===== config.mk =====
export PLATFORM = sky130hd
export DESIGN_NAME = spi_chan_seq
export DESIGN_NICKNAME = d
export VERILOG_FILES = /design/src/rtl/spi_chan_pkg.sv /design/src/rtl/spi_chan_dp.sv /design/src/rtl/spi_chan_ctrl.sv /design/src/rtl/spi_chan_seq.sv
export SDC_FILE = /design/constraint.sdc
export NUM_CORES = 1
export LEC_CHECK = 0
export ABC_AREA = 1
export CAP_MARGIN = 20
export CELL_PAD_IN_SITES_DETAIL_PLACEMENT = 1
export CELL_PAD_IN_SITES_GLOBAL_PLACEMENT = 2
export CORE_MARGIN = 3
export CORE_UTILIZATION = 35
export DETAILED_ROUTE_END_ITERATION = 8
export PLACE_DENSITY = 0.88
export SYNTH_ARGS = -nofsm -noshare
export SYNTH_HDL_FRONTEND = slang
export SYNTH_SLANG_ARGS = --single-unit

===== constraint.sdc =====
create_clock -name clk -period 3.9 [get_ports clk]
set_input_delay 0.78 -clock clk [delete_from_list [all_inputs] [get_ports clk]]
set_output_delay 0.78 -clock clk [all_outputs]
set_load 0.05 [all_outputs]

===== src/rtl/spi_chan_pkg.sv =====
package spi_chan_pkg;
  localparam int unsigned DATA_W = 32;
  localparam int unsigned LEN_W = 6;
  localparam int unsigned CONF_W = 23;
  localparam logic [CONF_W-1:0] CONF_RST = 23'h060000;

  localparam int unsigned WL_LO = 7;
  localparam int unsigned MODE_LO = 12;
  localparam int unsigned DMA_TX_BIT = 14;
  localparam int unsigned DMA_RX_BIT = 15;
  localparam int unsigned TURBO_BIT = 19;
  localparam int unsigned FORCE_BIT = 20;

  typedef enum logic [1:0] {
    MODE_DUPLEX = 2'd0,
    MODE_RXONLY = 2'd1,
    MODE_TXONLY = 2'd2,
    MODE_BAD    = 2'd3
  } xferMode_e;

  typedef enum logic [2:0] {
    REG_CONF = 3'd0,
    REG_CTRL = 3'd1,
    REG_STAT = 3'd2,
    REG_TX   = 3'd3,
    REG_RX   = 3'd4
  } regSel_e;

  typedef struct packed {
    logic loadTx;
    logic startShift;
    logic clearTx;
  } dpStrobe_t;
endpackage


===== src/rtl/spi_chan_dp.sv =====
module spi_chan_dp
  import spi_chan_pkg::*;
#(
  parameter int unsigned SCLK_HALF = 2
) (
  input  logic              clk,
  input  logic              rstN,
  input  dpStrobe_t         strb,
  input  logic [DATA_W-1:0] wrData,
  input  logic [LEN_W-1:0]  wordLen,
  input  logic              miso,
  output logic [DATA_W-1:0] txHold,
  output logic [DATA_W-1:0] rxHold,
  output logic              busy,
  output logic              done,
  output logic              sclk,
  output logic              mosi,
  output logic              csN
);
  localparam int unsigned CNT_W = (SCLK_HALF > 1) ? $clog2(SCLK_HALF) : 1;

  logic [DATA_W-1:0] shReg, shNext, lenMask;
  logic [CNT_W-1:0]  divCnt;
  logic [LEN_W-1:0]  bitCnt, lenQ;
  logic              sampBit, sclkQ, csNQ, halfTick;

  assign halfTick = (divCnt == CNT_W'(SCLK_HALF - 1));
  assign shNext   = {shReg[DATA_W-2:0], sampBit};
  assign lenMask  = {DATA_W{1'b1}} >> (LEN_W'(DATA_W) - lenQ);
  assign done     = !csNQ && halfTick && sclkQ && (bitCnt == lenQ - LEN_W'(1));
  assign busy     = !csNQ;
  assign sclk     = sclkQ;
  assign csN      = csNQ;
  assign mosi     = !csNQ && shReg[DATA_W-1];

  always_ff @(posedge clk or negedge rstN) begin
    if (!rstN) begin
      shReg   <= '0;
      divCnt  <= '0;
      bitCnt  <= '0;
      lenQ    <= LEN_W'(DATA_W);
      sampBit <= 1'b0;
      sclkQ   <= 1'b0;
      csNQ    <= 1'b1;
      rxHold  <= '0;
    end else if (strb.startShift) begin
      shReg  <= txHold << (LEN_W'(DATA_W) - wordLen);
      lenQ   <= wordLen;
      bitCnt <= '0;
      divCnt <= '0;
      sclkQ  <= 1'b0;
      csNQ   <= 1'b0;
    end else if (!csNQ) begin
      if (halfTick) begin
        divCnt <= '0;
        if (!sclkQ) begin
          sclkQ   <= 1'b1;
          sampBit <= miso;
        end else begin
          sclkQ  <= 1'b0;
          shReg  <= shNext;
          bitCnt <= bitCnt + LEN_W'(1);
          if (done) begin
            csNQ   <= 1'b1;
            rxHold <= shNext & lenMask;
          end
        end
      end else begin
        divCnt <= divCnt + CNT_W'(1);
      end
    end
  end

  always_ff @(posedge clk or negedge rstN) begin
    if (!rstN) txHold <= '0;
    else if (strb.loadTx) txHold <= wrData;
    else if (done || strb.clearTx) txHold <= '0;
  end

  a_r4_sclk_in_word: assert property (@(posedge clk) disable iff (!rstN)
    sclkQ |-> !csNQ);

  a_r4_start_when_idle: assert property (@(posedge clk) disable iff (!rstN)
    strb.startShift |-> csNQ);
endmodule


===== src/rtl/spi_chan_ctrl.sv =====
module spi_chan_ctrl
  import spi_chan_pkg::*;
(
  input  logic              clk,
  input  logic              rstN,
  input  logic              regWrEn,
  input  logic              regRdEn,
  input  logic [2:0]        regAddr,
  input  logic [DATA_W-1:0] regWrData,
  input  logic              singleMode,
  input  logic              dpBusy,
  input  logic              dpDone,
  input  logic [DATA_W-1:0] txHold,
  input  logic [DATA_W-1:0] rxHold,
  output dpStrobe_t         strb,
  output logic [DATA_W-1:0] regRdData,
  output logic [LEN_W-1:0]  wordLen,
  output logic              txDmaReq,
  output logic              rxDmaReq,
  output logic              modeBad,
  output logic              lenBad
);
  logic [CONF_W-1:0] conf;
  logic chanEn, rxs, txs, eot, tryReq;
  logic wrConf, wrCtrl, wrTx, rdRx, enRise;
  logic holdRx, holdTx, goNow, doShift, finish;
  xferMode_e mode;

  assign mode    = xferMode_e'(conf[MODE_LO+1:MODE_LO]);
  assign wordLen = {1'b0, conf[WL_LO+4:WL_LO]} + LEN_W'(1);
  assign modeBad = (mode == MODE_BAD);
  assign lenBad  = (conf[WL_LO+4:WL_LO] < 5'd3);

  assign wrConf = regWrEn && (regAddr == REG_CONF);
  assign wrCtrl = regWrEn && (regAddr == REG_CTRL);
  assign wrTx   = regWrEn && (regAddr == REG_TX);
  assign rdRx   = regRdEn && (regAddr == REG_RX);
  assign enRise = wrCtrl && regWrData[0] && !chanEn;

  assign holdRx  = rxs && (mode != MODE_TXONLY) && !conf[TURBO_BIT];
  assign holdTx  = txs && (mode != MODE_RXONLY);
  assign goNow   = tryReq && !dpBusy && chanEn && !holdRx && !holdTx;
  assign doShift = !singleMode || conf[FORCE_BIT];

  assign strb.loadTx     = wrTx;
  assign strb.startShift = goNow && doShift;
  assign strb.clearTx    = goNow && !doShift;
  assign finish          = dpDone || strb.clearTx;

  assign txDmaReq = chanEn && conf[DMA_TX_BIT] && txs && (mode != MODE_RXONLY);
  assign rxDmaReq = chanEn && conf[DMA_RX_BIT] && rxs && (mode != MODE_TXONLY);

  always_ff @(posedge clk or negedge rstN) begin
    if (!rstN) begin
      conf   <= CONF_RST;
      chanEn <= 1'b0;
      tryReq <= 1'b0;
      rxs    <= 1'b0;
      txs    <= 1'b1;
      eot    <= 1'b0;
    end else begin
      if (wrConf) conf <= regWrData[CONF_W-1:0];
      if (wrCtrl) chanEn <= regWrData[0];
      if (wrTx || rdRx || enRise) tryReq <= 1'b1;
      else if (!dpBusy) tryReq <= 1'b0;
      if (wrTx) txs <= 1'b0;
      if (rdRx) rxs <= 1'b0;
      if (finish) begin
        eot <= 1'b1;
        txs <= 1'b1;
        if (mode != MODE_TXONLY) rxs <= 1'b1;
      end
    end
  end

  always_comb begin
    unique case (regAddr)
      REG_CONF: regRdData = {{(DATA_W-CONF_W){1'b0}}, conf};
      REG_CTRL: regRdData = {{(DATA_W-1){1'b0}}, chanEn};
      REG_STAT: regRdData = {{(DATA_W-3){1'b0}}, eot, txs, rxs};
      REG_TX:   regRdData = txHold;
      REG_RX:   regRdData = rxHold;
      default:  regRdData = '0;
    endcase
  end

  a_r5_done_flags: assert property (@(posedge clk) disable iff (!rstN)
    dpDone |=> (txs && eot));

  a_r8_txonly_rxs_clear: assert property (@(posedge clk) disable iff (!rstN)
    (mode == MODE_TXONLY && !rxs) |=> !rxs);

  a_r6_rx_full_blocks: assert property (@(posedge clk) disable iff (!rstN)
    (rxs && mode != MODE_TXONLY && !conf[TURBO_BIT]) |-> !(strb.startShift || strb.clearTx));
endmodule


===== src/rtl/spi_chan_seq.sv =====
module spi_chan_seq
  import spi_chan_pkg::*;
#(
  parameter int unsigned SCLK_HALF = 2
) (
  input  logic        clk,
  input  logic        rstN,
  input  logic        regWrEn,
  input  logic        regRdEn,
  input  logic [2:0]  regAddr,
  input  logic [31:0] regWrData,
  output logic [31:0] regRdData,
  input  logic        singleMode,
  output logic        sclk,
  output logic        mosi,
  input  logic        miso,
  output logic        csN,
  output logic        txDmaReq,
  output logic        rxDmaReq,
  output logic        modeBad,
  output logic        lenBad
);
  dpStrobe_t         strb;
  logic [DATA_W-1:0] txHold, rxHold;
  logic [LEN_W-1:0]  wordLen;
  logic              dpBusy, dpDone;

  spi_chan_ctrl u_ctrl (
    .clk(clk), .rstN(rstN), .regWrEn(regWrEn), .regRdEn(regRdEn),
    .regAddr(regAddr), .regWrData(regWrData), .singleMode(singleMode),
    .dpBusy(dpBusy), .dpDone(dpDone), .txHold(txHold), .rxHold(rxHold),
    .strb(strb), .regRdData(regRdData), .wordLen(wordLen),
    .txDmaReq(txDmaReq), .rxDmaReq(rxDmaReq), .modeBad(modeBad), .lenBad(lenBad)
  );

  spi_chan_dp #(.SCLK_HALF(SCLK_HALF)) u_dp (
    .clk(clk), .rstN(rstN), .strb(strb), .wrData(regWrData), .wordLen(wordLen),
    .miso(miso), .txHold(txHold), .rxHold(rxHold), .busy(dpBusy), .done(dpDone),
    .sclk(sclk), .mosi(mosi), .csN(csN)
  );
endmodule


# Word-level counts from Yosys, hierarchy flattened
# Cells that the tools add are included.
[word_totals]
latch_bits = 0
memories = 0
inputBits = 41
output_inout_bits = 39
register_bits = 140
romBits = 0
word_cells = 112
ram_bits = 0
[classes]
reduce_logical = 45
shift = 2
n_mux = 30
add_sub_neg = 6
div = 0
mul = 0
n_lt_le_gt_ge = 1
bitwise = 4
n_eq_ne = 9
[op_table]
columns = ["operator", "n"]
rows = [
  ["$mux 32", 6],
  ["$pmux 32 s5", 1],
  ["$and 32x32->32", 1],
  ["$shl 32x6->32", 1],
  ["$shr 32x6->32 const A", 1],
  ["$logic_and 1x1->1", 25],
  ["$mux 6", 4],
  ["$mux 1", 19],
  ["$sub 6x6->6 const A", 2],
  ["$reduce_bool 2->1", 4],
  ["$logic_not 1->1", 7],
  ["$add 5x1->6 const B", 1],
  ["$add 6x1->6 const B", 1],
  ["$eq 3x2->1 const B", 2],
  ["$eq 6x6->1", 1],
  ["$sub 6x1->6 const B", 1],
  ["$lt 5x2->1 const B", 1],
  ["$reduce_and 5->1", 1],
  ["$logic_or 1x1->1", 4],
  ["$ne 2x2->1 const B", 2],
  ["$reduce_and 4->1", 1],
  ["$eq 3x1->1 const B", 1],
  ["$eq 3x3->1 const B", 1],
  ["$logic_not 3->1", 1],
  ["6 further kinds", 8],
]

# Logic depth before layout (Yosys ltp)
# Gate-level depths: netlist of run 1.
[logic_depth]
ltp_word = 10
depth_mapped = 14
depth_no_buf = 13

# Modules after synthesis
# Synthesis of run 1 repeated with hierarchy kept, for this count alone.
[unflattened]
hier_cells = 1294
hier_area_um2 = 9033.7
[by_module_without_submodules]
columns = ["mod", "area_per_inst_um2", "cells_each", "instances"]
rows = [
  ["spi_chan_dp", 7124.3, 1025, 1],
  ["spi_chan_ctrl", 1909.3, 269, 1],
]

# Worst setup path after synthesis of run 1
# No wires, ideal clock.
[synth_path]
kind = "reg-to-output"
from = "register u_ctrl.conf[7]"
to = "output lenBad"
arrival_time_ps = 3216
slack_ps = -96
path_stages_with_launch = 4
t_required_ps = 3120
n_path_buf = 2
cell_sequence = "dfrtp_1 buf_4 clkbuf_1 a2111oi_0"
[synth_between]
elab_chain_len = 1
[synth_lines]
columns = ["item", "line_no", "text"]
rows = [
  ["start: declaration", "spi_chan_ctrl.sv:23", "logic [CONF_W-1:0] conf;"],
  ["start signal: assignment", "spi_chan_ctrl.sv:62", "if (wrConf) conf <= regWrData[CONF_W-1:0];"],
  ["$lt 5x2->1", "spi_chan_ctrl.sv:32", "assign lenBad = (conf[WL_LO+4:WL_LO] < 5'd3);"],
  ["end: declaration", "spi_chan_seq.sv:21", "output logic lenBad"],
]
# Every way passes these cells.

# Final worst setup path of run 1
[layout_path]
from = "input regAddr[0]"
to = "output regRdData[10]"
[layout_between]
elab_chain_len = 2
[layout_lines]
columns = ["item", "line_no", "text"]
rows = [
  ["start: declaration", "spi_chan_seq.sv:10", "input logic [2:0] regAddr,"],
  ["$eq 3x3->1, or another cell as far along", "spi_chan_ctrl.sv:77", "unique case (regAddr)"],
  ["$pmux 32 s5 *", "spi_chan_ctrl.sv:77", ""],
  ["end: declaration", "spi_chan_seq.sv:12", "output logic [31:0] regRdData,"],
]
# Mark *: on every way between the ends. The rest lies on a longest branch, timed or not.

==> results_dict.tcl, run 1 <==
set metrics [dict create \
    clock_latency_ns 0.45 \
    setup_violations 0 \
    wl_per_cell_um 21.6 \
    layout-drive-gt1-share 0.104 \
    path_common_cell "nor2_1" \
    clkTransAtPathRegs_ns 0.08 \
    max_stage_delay_ns 0.46 \
    grt_max_degree 65 \
    fin_crit_ns 3.50 \
    dr.pass1.iters 5 \
    required_ns 3.12 \
    numCtsBuffers 17 \
    cts_resized 0 \
    area_growth_syn_to_layout_pct 22.2 \
    ys_seq_area_frac 0.399 \
    end_kind "output port" \
    crit_end "regRdData[10]" \
    slowest_stage "clkdlybuf4s50_1" \
    ir_drop_uv 477 \
    crit_buf_inv 4 \
    skew_ns 0.0197 \
    fin_nets 1369 \
    port_buffers 79 \
    startpoint "regAddr[0]" \
    synth_nets 1324 \
    cts_buffer_depth 2 \
    overflow 0 \
    vias 9060 \
    die_h_um 164 \
    cts_tree "done" \
    grt_use_total 0.278 \
    synthesis.area_um2 8790 \
    setup_tns_ns 0 \
    grt_first_pass_wirelength_um 56200 \
    tightest_slew_ns 0.791 \
    antenna_found_initial 0 \
    p_leak_nw 5.04 \
    via_per_inst 5.46 \
    drt.antenna.violating_nets 0 \
    r2r_cells 13 \
    crit_cells 7 \
    wl_um 35900 \
    dp_hpwl_um 26800 \
    cp-start-kind "primary input" \
    max_cap_violations 0 \
    cellPowerDensity_nw_per_um2 834 \
    antenna_cells 0 \
    maxClockFrequency_mhz 285 \
    h-tree-depth 4 \
    holdCritPathClass "in -> async" \
    cts_setup_buffers 0 \
    ios 80 \
    finalCritPeriodShare 0.899 \
    cts_hold_buf 0 \
    drv_slew 0 \
    grt_pass1_vias 9398 \
    setup_slack_ns 0.395 \
    r2r_start "u_ctrl.conf[8]$_DFFE_PN0P_" \
    die_w_um 164 \
    slew_headroom 0.472 \
    core_um2 24500 \
    crit_type "in -> out" \
    final_hold_viol_count 0 \
    rr_endpoint "u_dp.shReg[30]$_DFFE_PN0P_" \
    synth_area_per_cell_um2 6.88 \
    critical-path-top-delay-family "buffers and inverters" \
    cts_root_buf "clkbuf_16" \
    ys_ff_latch 140 \
    rows 57 \
    cp.arrival_ns 2.72 \
    drc 0 \
    r2r_slack_ns 0.83 \
    clock_sinks 140 \
    ys_types 41 \
    p_total_mw 8.95 \
    dp_slack_ns 0.439 \
    dieArea_um2 27000 \
    start_util 0.359 \
    postSynthCellCount 1277 \
    worstPathMaxFanout 10 \
    drt_iter0_drc 658 \
    globalplace.congestion 0.916 \
    status "completed" \
    yosys_warnings 0 \
    path_cells "clkdlybuf4s50_1, nor2_1, inv_1, nor2_1, clkinv_1, o221ai_1, buf_12" \
    rsz0062_at_grt "false" \
]
## how the worst min path moves through the flow
stage	slack [ns]	cells past startpoint	to
final	0.31	1	u_ctrl.rxs$_DFF_PN0_
after global routing	0.34	1	u_ctrl.rxs$_DFF_PN0_
after CTS	0.34	1	u_ctrl.rxs$_DFF_PN0_
after detailed placement	0.46	1	u_ctrl.eot$_DFFE_PN0P_
after global placement	0.46	1	u_ctrl.eot$_DFFE_PN0P_
after floorplan	0.43	1	u_ctrl.eot$_DFFE_PN0P_
## through the flow
step	hold WS (ns)	util	cell area, um^2	std cells
CTS	0.335	0.438	10700	1658
finish	0.309	0.439	10700	1659
detailed placement	0.464	0.413	10100	1626
global route	0.342	0.439	10700	1659
global placement	0.458	0.413	10100	1626
floorplan	0.434	-	8790	1277
## where the power goes
group / total (mW) / leakage, nW / switching [mW] / internal, mW
logic: 4.65 / 3.05 / 3.23 / 1.42
registers: 2.60 / 1.70 / 0.579 / 2.02
clock network: 1.71 / 0.284 / 0.794 / 0.913
total: 8.95 / 5.04 / 4.60 / 4.35
## area by class of cell
class                      instances  area, um^2
clock buffer                      17         425
timing repair buffer             102        1320
fill                            3089       13700
tap                              324         405
inverter                          96         362
sequential                       140        3510
multi-input combinational        965        4540
clock inverter                    15         174
## cells in the mapped netlist
library cell    n  area share
xor2_1          6      0.0060
dfstp_2         5       0.015
inv_2           7      0.0030
a2111oi_0       1      0.0010
buf_6           5      0.0064
o21ai_0       103       0.059
clkinv_2        1     0.00057
a21oi_1        46       0.026
dfrtp_1       135        0.38
ha_1            6      0.0085
o2111ai_1       2      0.0020
inv_1          86       0.037
clkinv_1        2     0.00085
nand2_2         9      0.0064
buf_4           5      0.0043
mux2_2         13       0.017
nand4_1        42       0.030
a221o_1         1      0.0011
o211ai_1       18       0.015
a221oi_1        1      0.0010
nand2_1       479        0.20
nand3b_1        5      0.0043
nor3_2          1      0.0011
a21boi_0        1     0.00085
xor2_2          1      0.0019
clkbuf_1       30       0.013
a21oi_2         2      0.0020
nor3_1          4      0.0023
buf_2          29       0.017
nand3_1       130       0.074
nor2_4          3      0.0038
nand3_2         2      0.0023
o21ai_1         1     0.00057
nor2_2          4      0.0028
clkbuf_2        1     0.00057
nor2_1         70       0.030
or2_2           1     0.00071
a22oi_1         1     0.00085
o221ai_1       10       0.010
or2_1           2      0.0014
buf_1           6      0.0026
## cells by family (layout without fill, tap and decap cells)
family / after synthesis / after routing / share of synthesized area
XOR/XNOR: 7 / 7 / 0.00783
AND/OR/NAND/NOR: 752 / 752 / 0.364
flip-flops: 140 / 140 / 0.399
adder cells (fa/ha/maj): 6 / 6 / 0.00854
buffers and inverters: 172 / 230 / 0.0843
multiplexers: 13 / 13 / 0.0167
AO/OA/AOI/OAI: 187 / 187 / 0.120
## layout by cell type, fill, tap and decap left out, types with 3 or more instances in the layout
master           synthesis  routed
nand2_1                479     479
dfrtp_1                135     134
nand3_1                130     130
o21ai_0                103     103
inv_1                   86      86
nor2_1                  70      69
a21oi_1                 46      46
clkdlybuf4s50_1          0      46
nand4_1                 42      42
buf_12                   0      33
buf_4                    5      21
o211ai_1                18      18
clkbuf_16                0      17
mux2_2                  13      13
o221ai_1                10      10
nand2_2                  9       9
inv_2                    7       7
xor2_1                   6       6
ha_1                     6       6
nor2_2                   4       5
nand3b_1                 5       5
dfstp_2                  5       5
nor3_1                   4       4
inv_8                    0       4
nor2_4                   3       3
clkinvlp_4               0       3
inv_6                    0       3
## state kept, by name, summed over array words and instances, names as in the netlist, 6 cells and up
register     flops
u_dp.rxHold     32
u_ctrl.conf     23
u_dp.lenQ        6
u_dp.bitCnt      6
u_dp.txHold     32
u_dp.shReg      32
## layer usage
metal	routed length (um)	GRT usage	vias to the layer above
li1	-	-	4270
met1	16100	0.380	4478
met2	17100	0.458	258
met3	1780	0.0389	54
met4	931	0.0843	0
met5	0	0	-
No activity file was read; power rests on OpenSTA's default activity.
==> inputs of run 2 (changes only) <==
==> constraint.sdc (replaced) <==
create_clock -name clk -period 3.9 [get_ports clk]
set_input_delay 0.78 -clock clk [delete_from_list [all_inputs] [get_ports clk]]
set_output_delay 0.78 -clock clk [all_outputs]
set_load 0.005 [all_outputs]
==> run 2 against run 1 <==
Against the previous run:
- die area unchanged
- routed wire length decreased by 1.3%
- worst hold slack got worse by 0.035 ns
- fmax about the same
- clock-buffer cell count increased by 2
- global-route usage decreased by 0.51 points
- critical endpoint is now regRdData[5]
==> results_dict.tcl, run 2 (synthesis results as in run 1) <==
set metrics [dict create \
    fin_crit_ns 3.51 \
    numCtsBuffers 17 \
    tightest_slew_ns 0.792 \
    clock_latency_ns 0.44 \
    overflow 0 \
    p_leak_nw 4.89 \
    h-tree-depth 4 \
    drc 0 \
    max_cap_violations 0 \
    wl_per_cell_um 21.4 \
    start_util 0.359 \
    grt_first_pass_wirelength_um 55700 \
    wl_um 35400 \
    maxClockFrequency_mhz 285 \
    antenna_found_initial 0 \
    worstPathMaxFanout 8 \
    dr.pass1.iters 5 \
    drv_slew 0 \
    globalplace.congestion 0.905 \
    via_per_inst 5.46 \
    rows 57 \
    num-fill-cells 3111 \
    cts_root_buf "clkbuf_16" \
    cp-start-kind "primary input" \
    ir_drop_uv 465 \
    seq_area_um2 3510 \
    layout_commonest_cell "nand2_1" \
    fin_nets 1370 \
    grt_use_total 0.273 \
    required_ns 3.12 \
    core_um2 24500 \
    grt_pass1_vias 9371 \
    slew_headroom 0.471 \
    clock_sinks 140 \
    layout_common_cells "nand2_1, dfrtp_1, nand3_1" \
    cts_buffer_depth 2 \
    holdCritPathClass "in -> async" \
    cp.arrival_ns 2.73 \
    drt_iter0_drc 735 \
    dieArea_um2 27000 \
    cellPowerDensity_nw_per_um2 818 \
    antenna_cells 0 \
    p_total_mw 8.51 \
    dp_hpwl_um 26600 \
    grt_max_degree 78 \
    reg_top3 "u_dp.rxHold x32, u_dp.shReg x32, u_dp.txHold x32" \
    drt.antenna.violating_nets 0 \
    die_h_um 164 \
    layout-drive-gt1-share 0.0808 \
    vias 9061 \
    skew_ns 0.0178 \
    port_buffers 79 \
    ios 80 \
    multi_input_area_um2 4540 \
    final_hold_viol_count 0 \
    cts_tree "done" \
    clkTransAtPathRegs_ns 0.07 \
    area_growth_syn_to_layout_pct 18.4 \
    setup_violations 0 \
    setup_tns_ns 0 \
    rsz0062_at_grt "false" \
    end_kind "output port" \
    finalCritPeriodShare 0.899 \
    status "completed" \
    die_w_um 164 \
    crit_type "in -> out" \
]
run 2: cell count changes in the layout (fill, tap and decap cells not counted), moves of 2 or more:
cell	delta
clkdlybuf4s50_1	+32
inv_6	+2
buf_12	-31
clkinvlp_4	-2
inv_8	-2
clkinv_8	-2
clkinv_2	+3
run 2: layout make-up:
class                      count  share of cell area
clock inverter                13              0.0123
clock buffer                  19              0.0426
inverter                      96              0.0348
timing repair buffer         103              0.0978
tap                          324              0.0390
multi-input combinational    965               0.436
sequential                   140               0.337
run 2: report_power, final:
part           leakage (nW)  internal [mW]  total (mW)  switching (mW)
Combinational          2.91           1.33        4.28            2.95
Clock                 0.283          0.912        1.65           0.734
Sequential             1.70           2.02        2.59           0.567
run 2: path summary, 6_finish.rpt:
| path | slack [ns] | endpoint | cells past startpoint | from |
|---|---|---|---|---|
| max | 0.39 | regRdData[5] | 8 | regAddr[1] |
| min | 0.27 | u_ctrl.rxs$_DFF_PN0_ | 1 | rstN |
| max reg2reg | 0.80 | u_dp.txHold[9]$_DFFE_PN0P_ | 12 | u_dp.lenQ[0]$_DFFE_PN0P_ |
| min in group clk | 0.49 | u_dp.lenQ[5]$_DFFE_PN1P_ | 2 | u_dp.lenQ[5]$_DFFE_PN1P_ |
| min reg2reg | 0.49 | u_dp.lenQ[5]$_DFFE_PN1P_ | 2 | u_dp.lenQ[5]$_DFFE_PN1P_ |
| max in group asynchronous | 2.72 | u_ctrl.conf[7]$_DFFE_PN0P_ | 2 | rstN |
run 2: what timing repair did:
item	4_1_cts	5_1_grt
gates resized for setup	0	1
hold buffers	0	0
setup buffers	0	0
setup endpoints to repair	0	5
run 2: routing by layer:
layer | up-vias | track usage | part of all wire
met5 | - | 0 | 0
met4 | 0 | 0.0770 | 0.025
met1 | 4547 | 0.377 | 0.46
met2 | 197 | 0.445 | 0.48
met3 | 45 | 0.0406 | 0.043
li1 | 4272 | - | -
run 2: stage by stage:
step | utilization | setup WS (ns) | hold WS (ns) | cell area [um^2] | cells
floorplan | - | 1.39 | 0.434 | 8790 | 1277
global placement | 0.401 | 0.338 | 0.464 | 9810 | 1627
detailed placement | 0.401 | 0.200 | 0.487 | 9810 | 1627
CTS | 0.424 | 0.190 | 0.290 | 10400 | 1659
global route | 0.425 | 0.210 | 0.302 | 10400 | 1660
finish | 0.425 | 0.394 | 0.274 | 10400 | 1660
run 2: worst max-delay path, cell delays in order:
cell	delay [ns]
clkdlybuf4s50_1	0.44
nor2_1	0.12
inv_1	0.07
nor2_1	0.33
buf_4	0.27
nand2_1	0.07
o211ai_1	0.09
clkdlybuf4s50_1	0.56
==> inputs of run 3 (changes only) <==
--- a/config.mk
+++ b/config.mk
@@ -10,9 +10,10 @@
 export CELL_PAD_IN_SITES_DETAIL_PLACEMENT = 1
 export CELL_PAD_IN_SITES_GLOBAL_PLACEMENT = 2
 export CORE_MARGIN = 3
-export CORE_UTILIZATION = 35
+export CORE_UTILIZATION = 30
 export DETAILED_ROUTE_END_ITERATION = 8
-export PLACE_DENSITY = 0.88
+export GPL_TIMING_DRIVEN = 0
+export PLACE_DENSITY = 0.81
 export SYNTH_ARGS = -nofsm -noshare
 export SYNTH_HDL_FRONTEND = slang
 export SYNTH_SLANG_ARGS = --single-unit
==> constraint.sdc (replaced) <==
create_clock -name clk -period 3.1 [get_ports clk]
set_input_delay 0.62 -clock clk [delete_from_list [all_inputs] [get_ports clk]]
set_output_delay 0.62 -clock clk [all_outputs]
set_load 0.005 [all_outputs]
==> run 3 against run 2 <==
Against the previous run:
- final cell count up 7.0%
- largest cell class unchanged
- critical path type unchanged
- routed wire length up 11%
- sequential cell count unchanged
- highest routed layer unchanged
==> results_dict.tcl, run 3 (synthesis results as in run 1) <==
set metrics [dict create \
    fin_area_um2 10900 \
    setup_violations 0 \
    status "completed" \
    slew_headroom 0.499 \
    clock_latency_ns 0.44 \
    via_per_inst 5.25 \
    path_cells "dlygate4sd2_1, inv_1, nor3_4, inv_1, clkbuf_8, clkbuf_8, o21ai_4, clkdlybuf4s50_1" \
    tightest_slew_ns 0.751 \
    required_ns 2.48 \
    fin_nets 1427 \
    layout-drive-gt1-share 0.111 \
    final_hold_viol_count 0 \
    grt_first_pass_wirelength_um 58800 \
    r2r_start "u_ctrl.conf[8]$_DFFE_PN0P_" \
    cts_hold_buf 0 \
    p_leak_nw 5.16 \
    max_stage_delay_ns 0.53 \
    clkTransAtPathRegs_ns 0.07 \
    cts_buffer_depth 2 \
    worstPathMaxFanout 10 \
    rows 62 \
    slowest_stage "clkdlybuf4s50_1" \
    layout_common_cells "nand2_1, dfrtp_1, nand3_1" \
    area_growth_syn_to_layout_pct 24.0 \
    dpl-instance-area_um2 10100 \
    layout_commonest_cell "nand2_1" \
    cp-start-kind "primary input" \
    drt.antenna.violating_nets 0 \
    wl_um 39200 \
    drt_iter0_drc 846 \
    cellPowerDensity_nw_per_um2 1010 \
    dieArea_um2 31400 \
    antenna_found_initial 0 \
    grt_use_total 0.251 \
    wl_per_cell_um 22.1 \
    fin_crit_ns 3.01 \
    dp_hpwl_um 30600 \
    maxClockFrequency_mhz 332 \
    cts_root_buf "clkbuf_16" \
    antenna_cells 0 \
    cts_tree "done" \
    setup_tns_ns 0 \
    startpoint "regAddr[0]" \
    die_w_um 177 \
    holdWs_ns 0.167 \
    rsz0062_at_grt "false" \
    ios 80 \
    overflow 0 \
    crit_buf_inv 6 \
    drc 0 \
    skew_ns 0.0192 \
    start_util 0.305 \
    grt_max_degree 79 \
    core_um2 28800 \
    max_cap_violations 0 \
    critical-path-top-delay-family "buffers and inverters" \
    ir_drop_uv 497 \
    dr.pass1.iters 5 \
    grt_pass1_vias 9389 \
    reg_top3 "u_dp.rxHold x32, u_dp.shReg x32, u_dp.txHold x32" \
    finalCritPeriodShare 0.972 \
    numCtsBuffers 17 \
    vias 9336 \
    port_buffers 79 \
    die_h_um 177 \
    globalplace.congestion 0.916 \
    holdCritPathClass "in -> async" \
    cp.arrival_ns 2.39 \
    crit_type "in -> out" \
    clock_sinks 140 \
    end_kind "output port" \
    h-tree-depth 4 \
    drv_slew 0 \
]
run 3: worst paths after layout:
path                                               to  slack, ns  cells after the start
max                                     regRdData[25]       0.09                      8
min                        u_ctrl.conf[0]$_DFFE_PN0P_       0.17                      1
max reg2reg                u_dp.shReg[28]$_DFFE_PN0P_       0.32                     13
min reg2reg                  u_dp.lenQ[5]$_DFFE_PN1P_       0.47                      2
max in group asynchronous   u_dp.shReg[6]$_DFFE_PN0P_       2.10                      2
min in group clk             u_dp.lenQ[5]$_DFFE_PN1P_       0.47                      2
run 3: per-stage QoR:
stage                     power [mW]  cells  utilization  setup WS, ns
after floorplan                 6.56   1277            -         0.915
after global placement          8.69   1740        0.349         -4.52
after detailed placement        8.82   1741        0.350        -0.939
after CTS                       10.9   1775        0.377       -0.0793
after global routing            11.8   1777        0.378        0.0175
final                           11.0   1777        0.378        0.0864
run 3: per-layer routing:
| metal | GRT usage | vias to the layer above | wire [um] |
|---|---|---|---|
| li1 | - | 4393 | - |
| met1 | 0.353 | 4680 | 18400 |
| met2 | 0.405 | 214 | 18200 |
| met3 | 0.0347 | 49 | 1570 |
| met4 | 0.0714 | 0 | 1010 |
| met5 | 0 | - | 0 |
run 3: worst register-to-register path: stages, from the launching register on:
cell and delay (ns):
dfrtp_1 0.48, ha_1 0.37, inv_1 0.19, nand2_1 0.25
nand2_2 0.24, inv_2 0.07, buf_2 0.20, nor2_1 0.16
nand2_1 0.07, nand2_1 0.19, nand2_1 0.10, nand3_1 0.09
nand3_1 0.15, a21oi_1 0.17
run 3: what timing repair did:
item / in CTS / in global routing
gates resized for setup: 74 / 8
gates cloned: 1 / 1
buffers inserted: 1 / 2
setup endpoints to repair: 33 / 14
pin swaps: 4 / 3
run 3: where the power goes:
part	internal, mW	switching [mW]
sequential	2.54	0.743
clock	1.08	0.966
combinational	1.77	3.88
total	5.39	5.59
run 3: final cells by class:
type	instances	area (um^2)
plain buffers	75	445
clock buffers	18	439
clock inverters	14	129
fillers	3625	17900
inverters	96	367
multi-input cells	965	4670
flip-flops and latches	140	3510
well taps	384	480
repair buffers	84	846
repair inverters	1	8.76
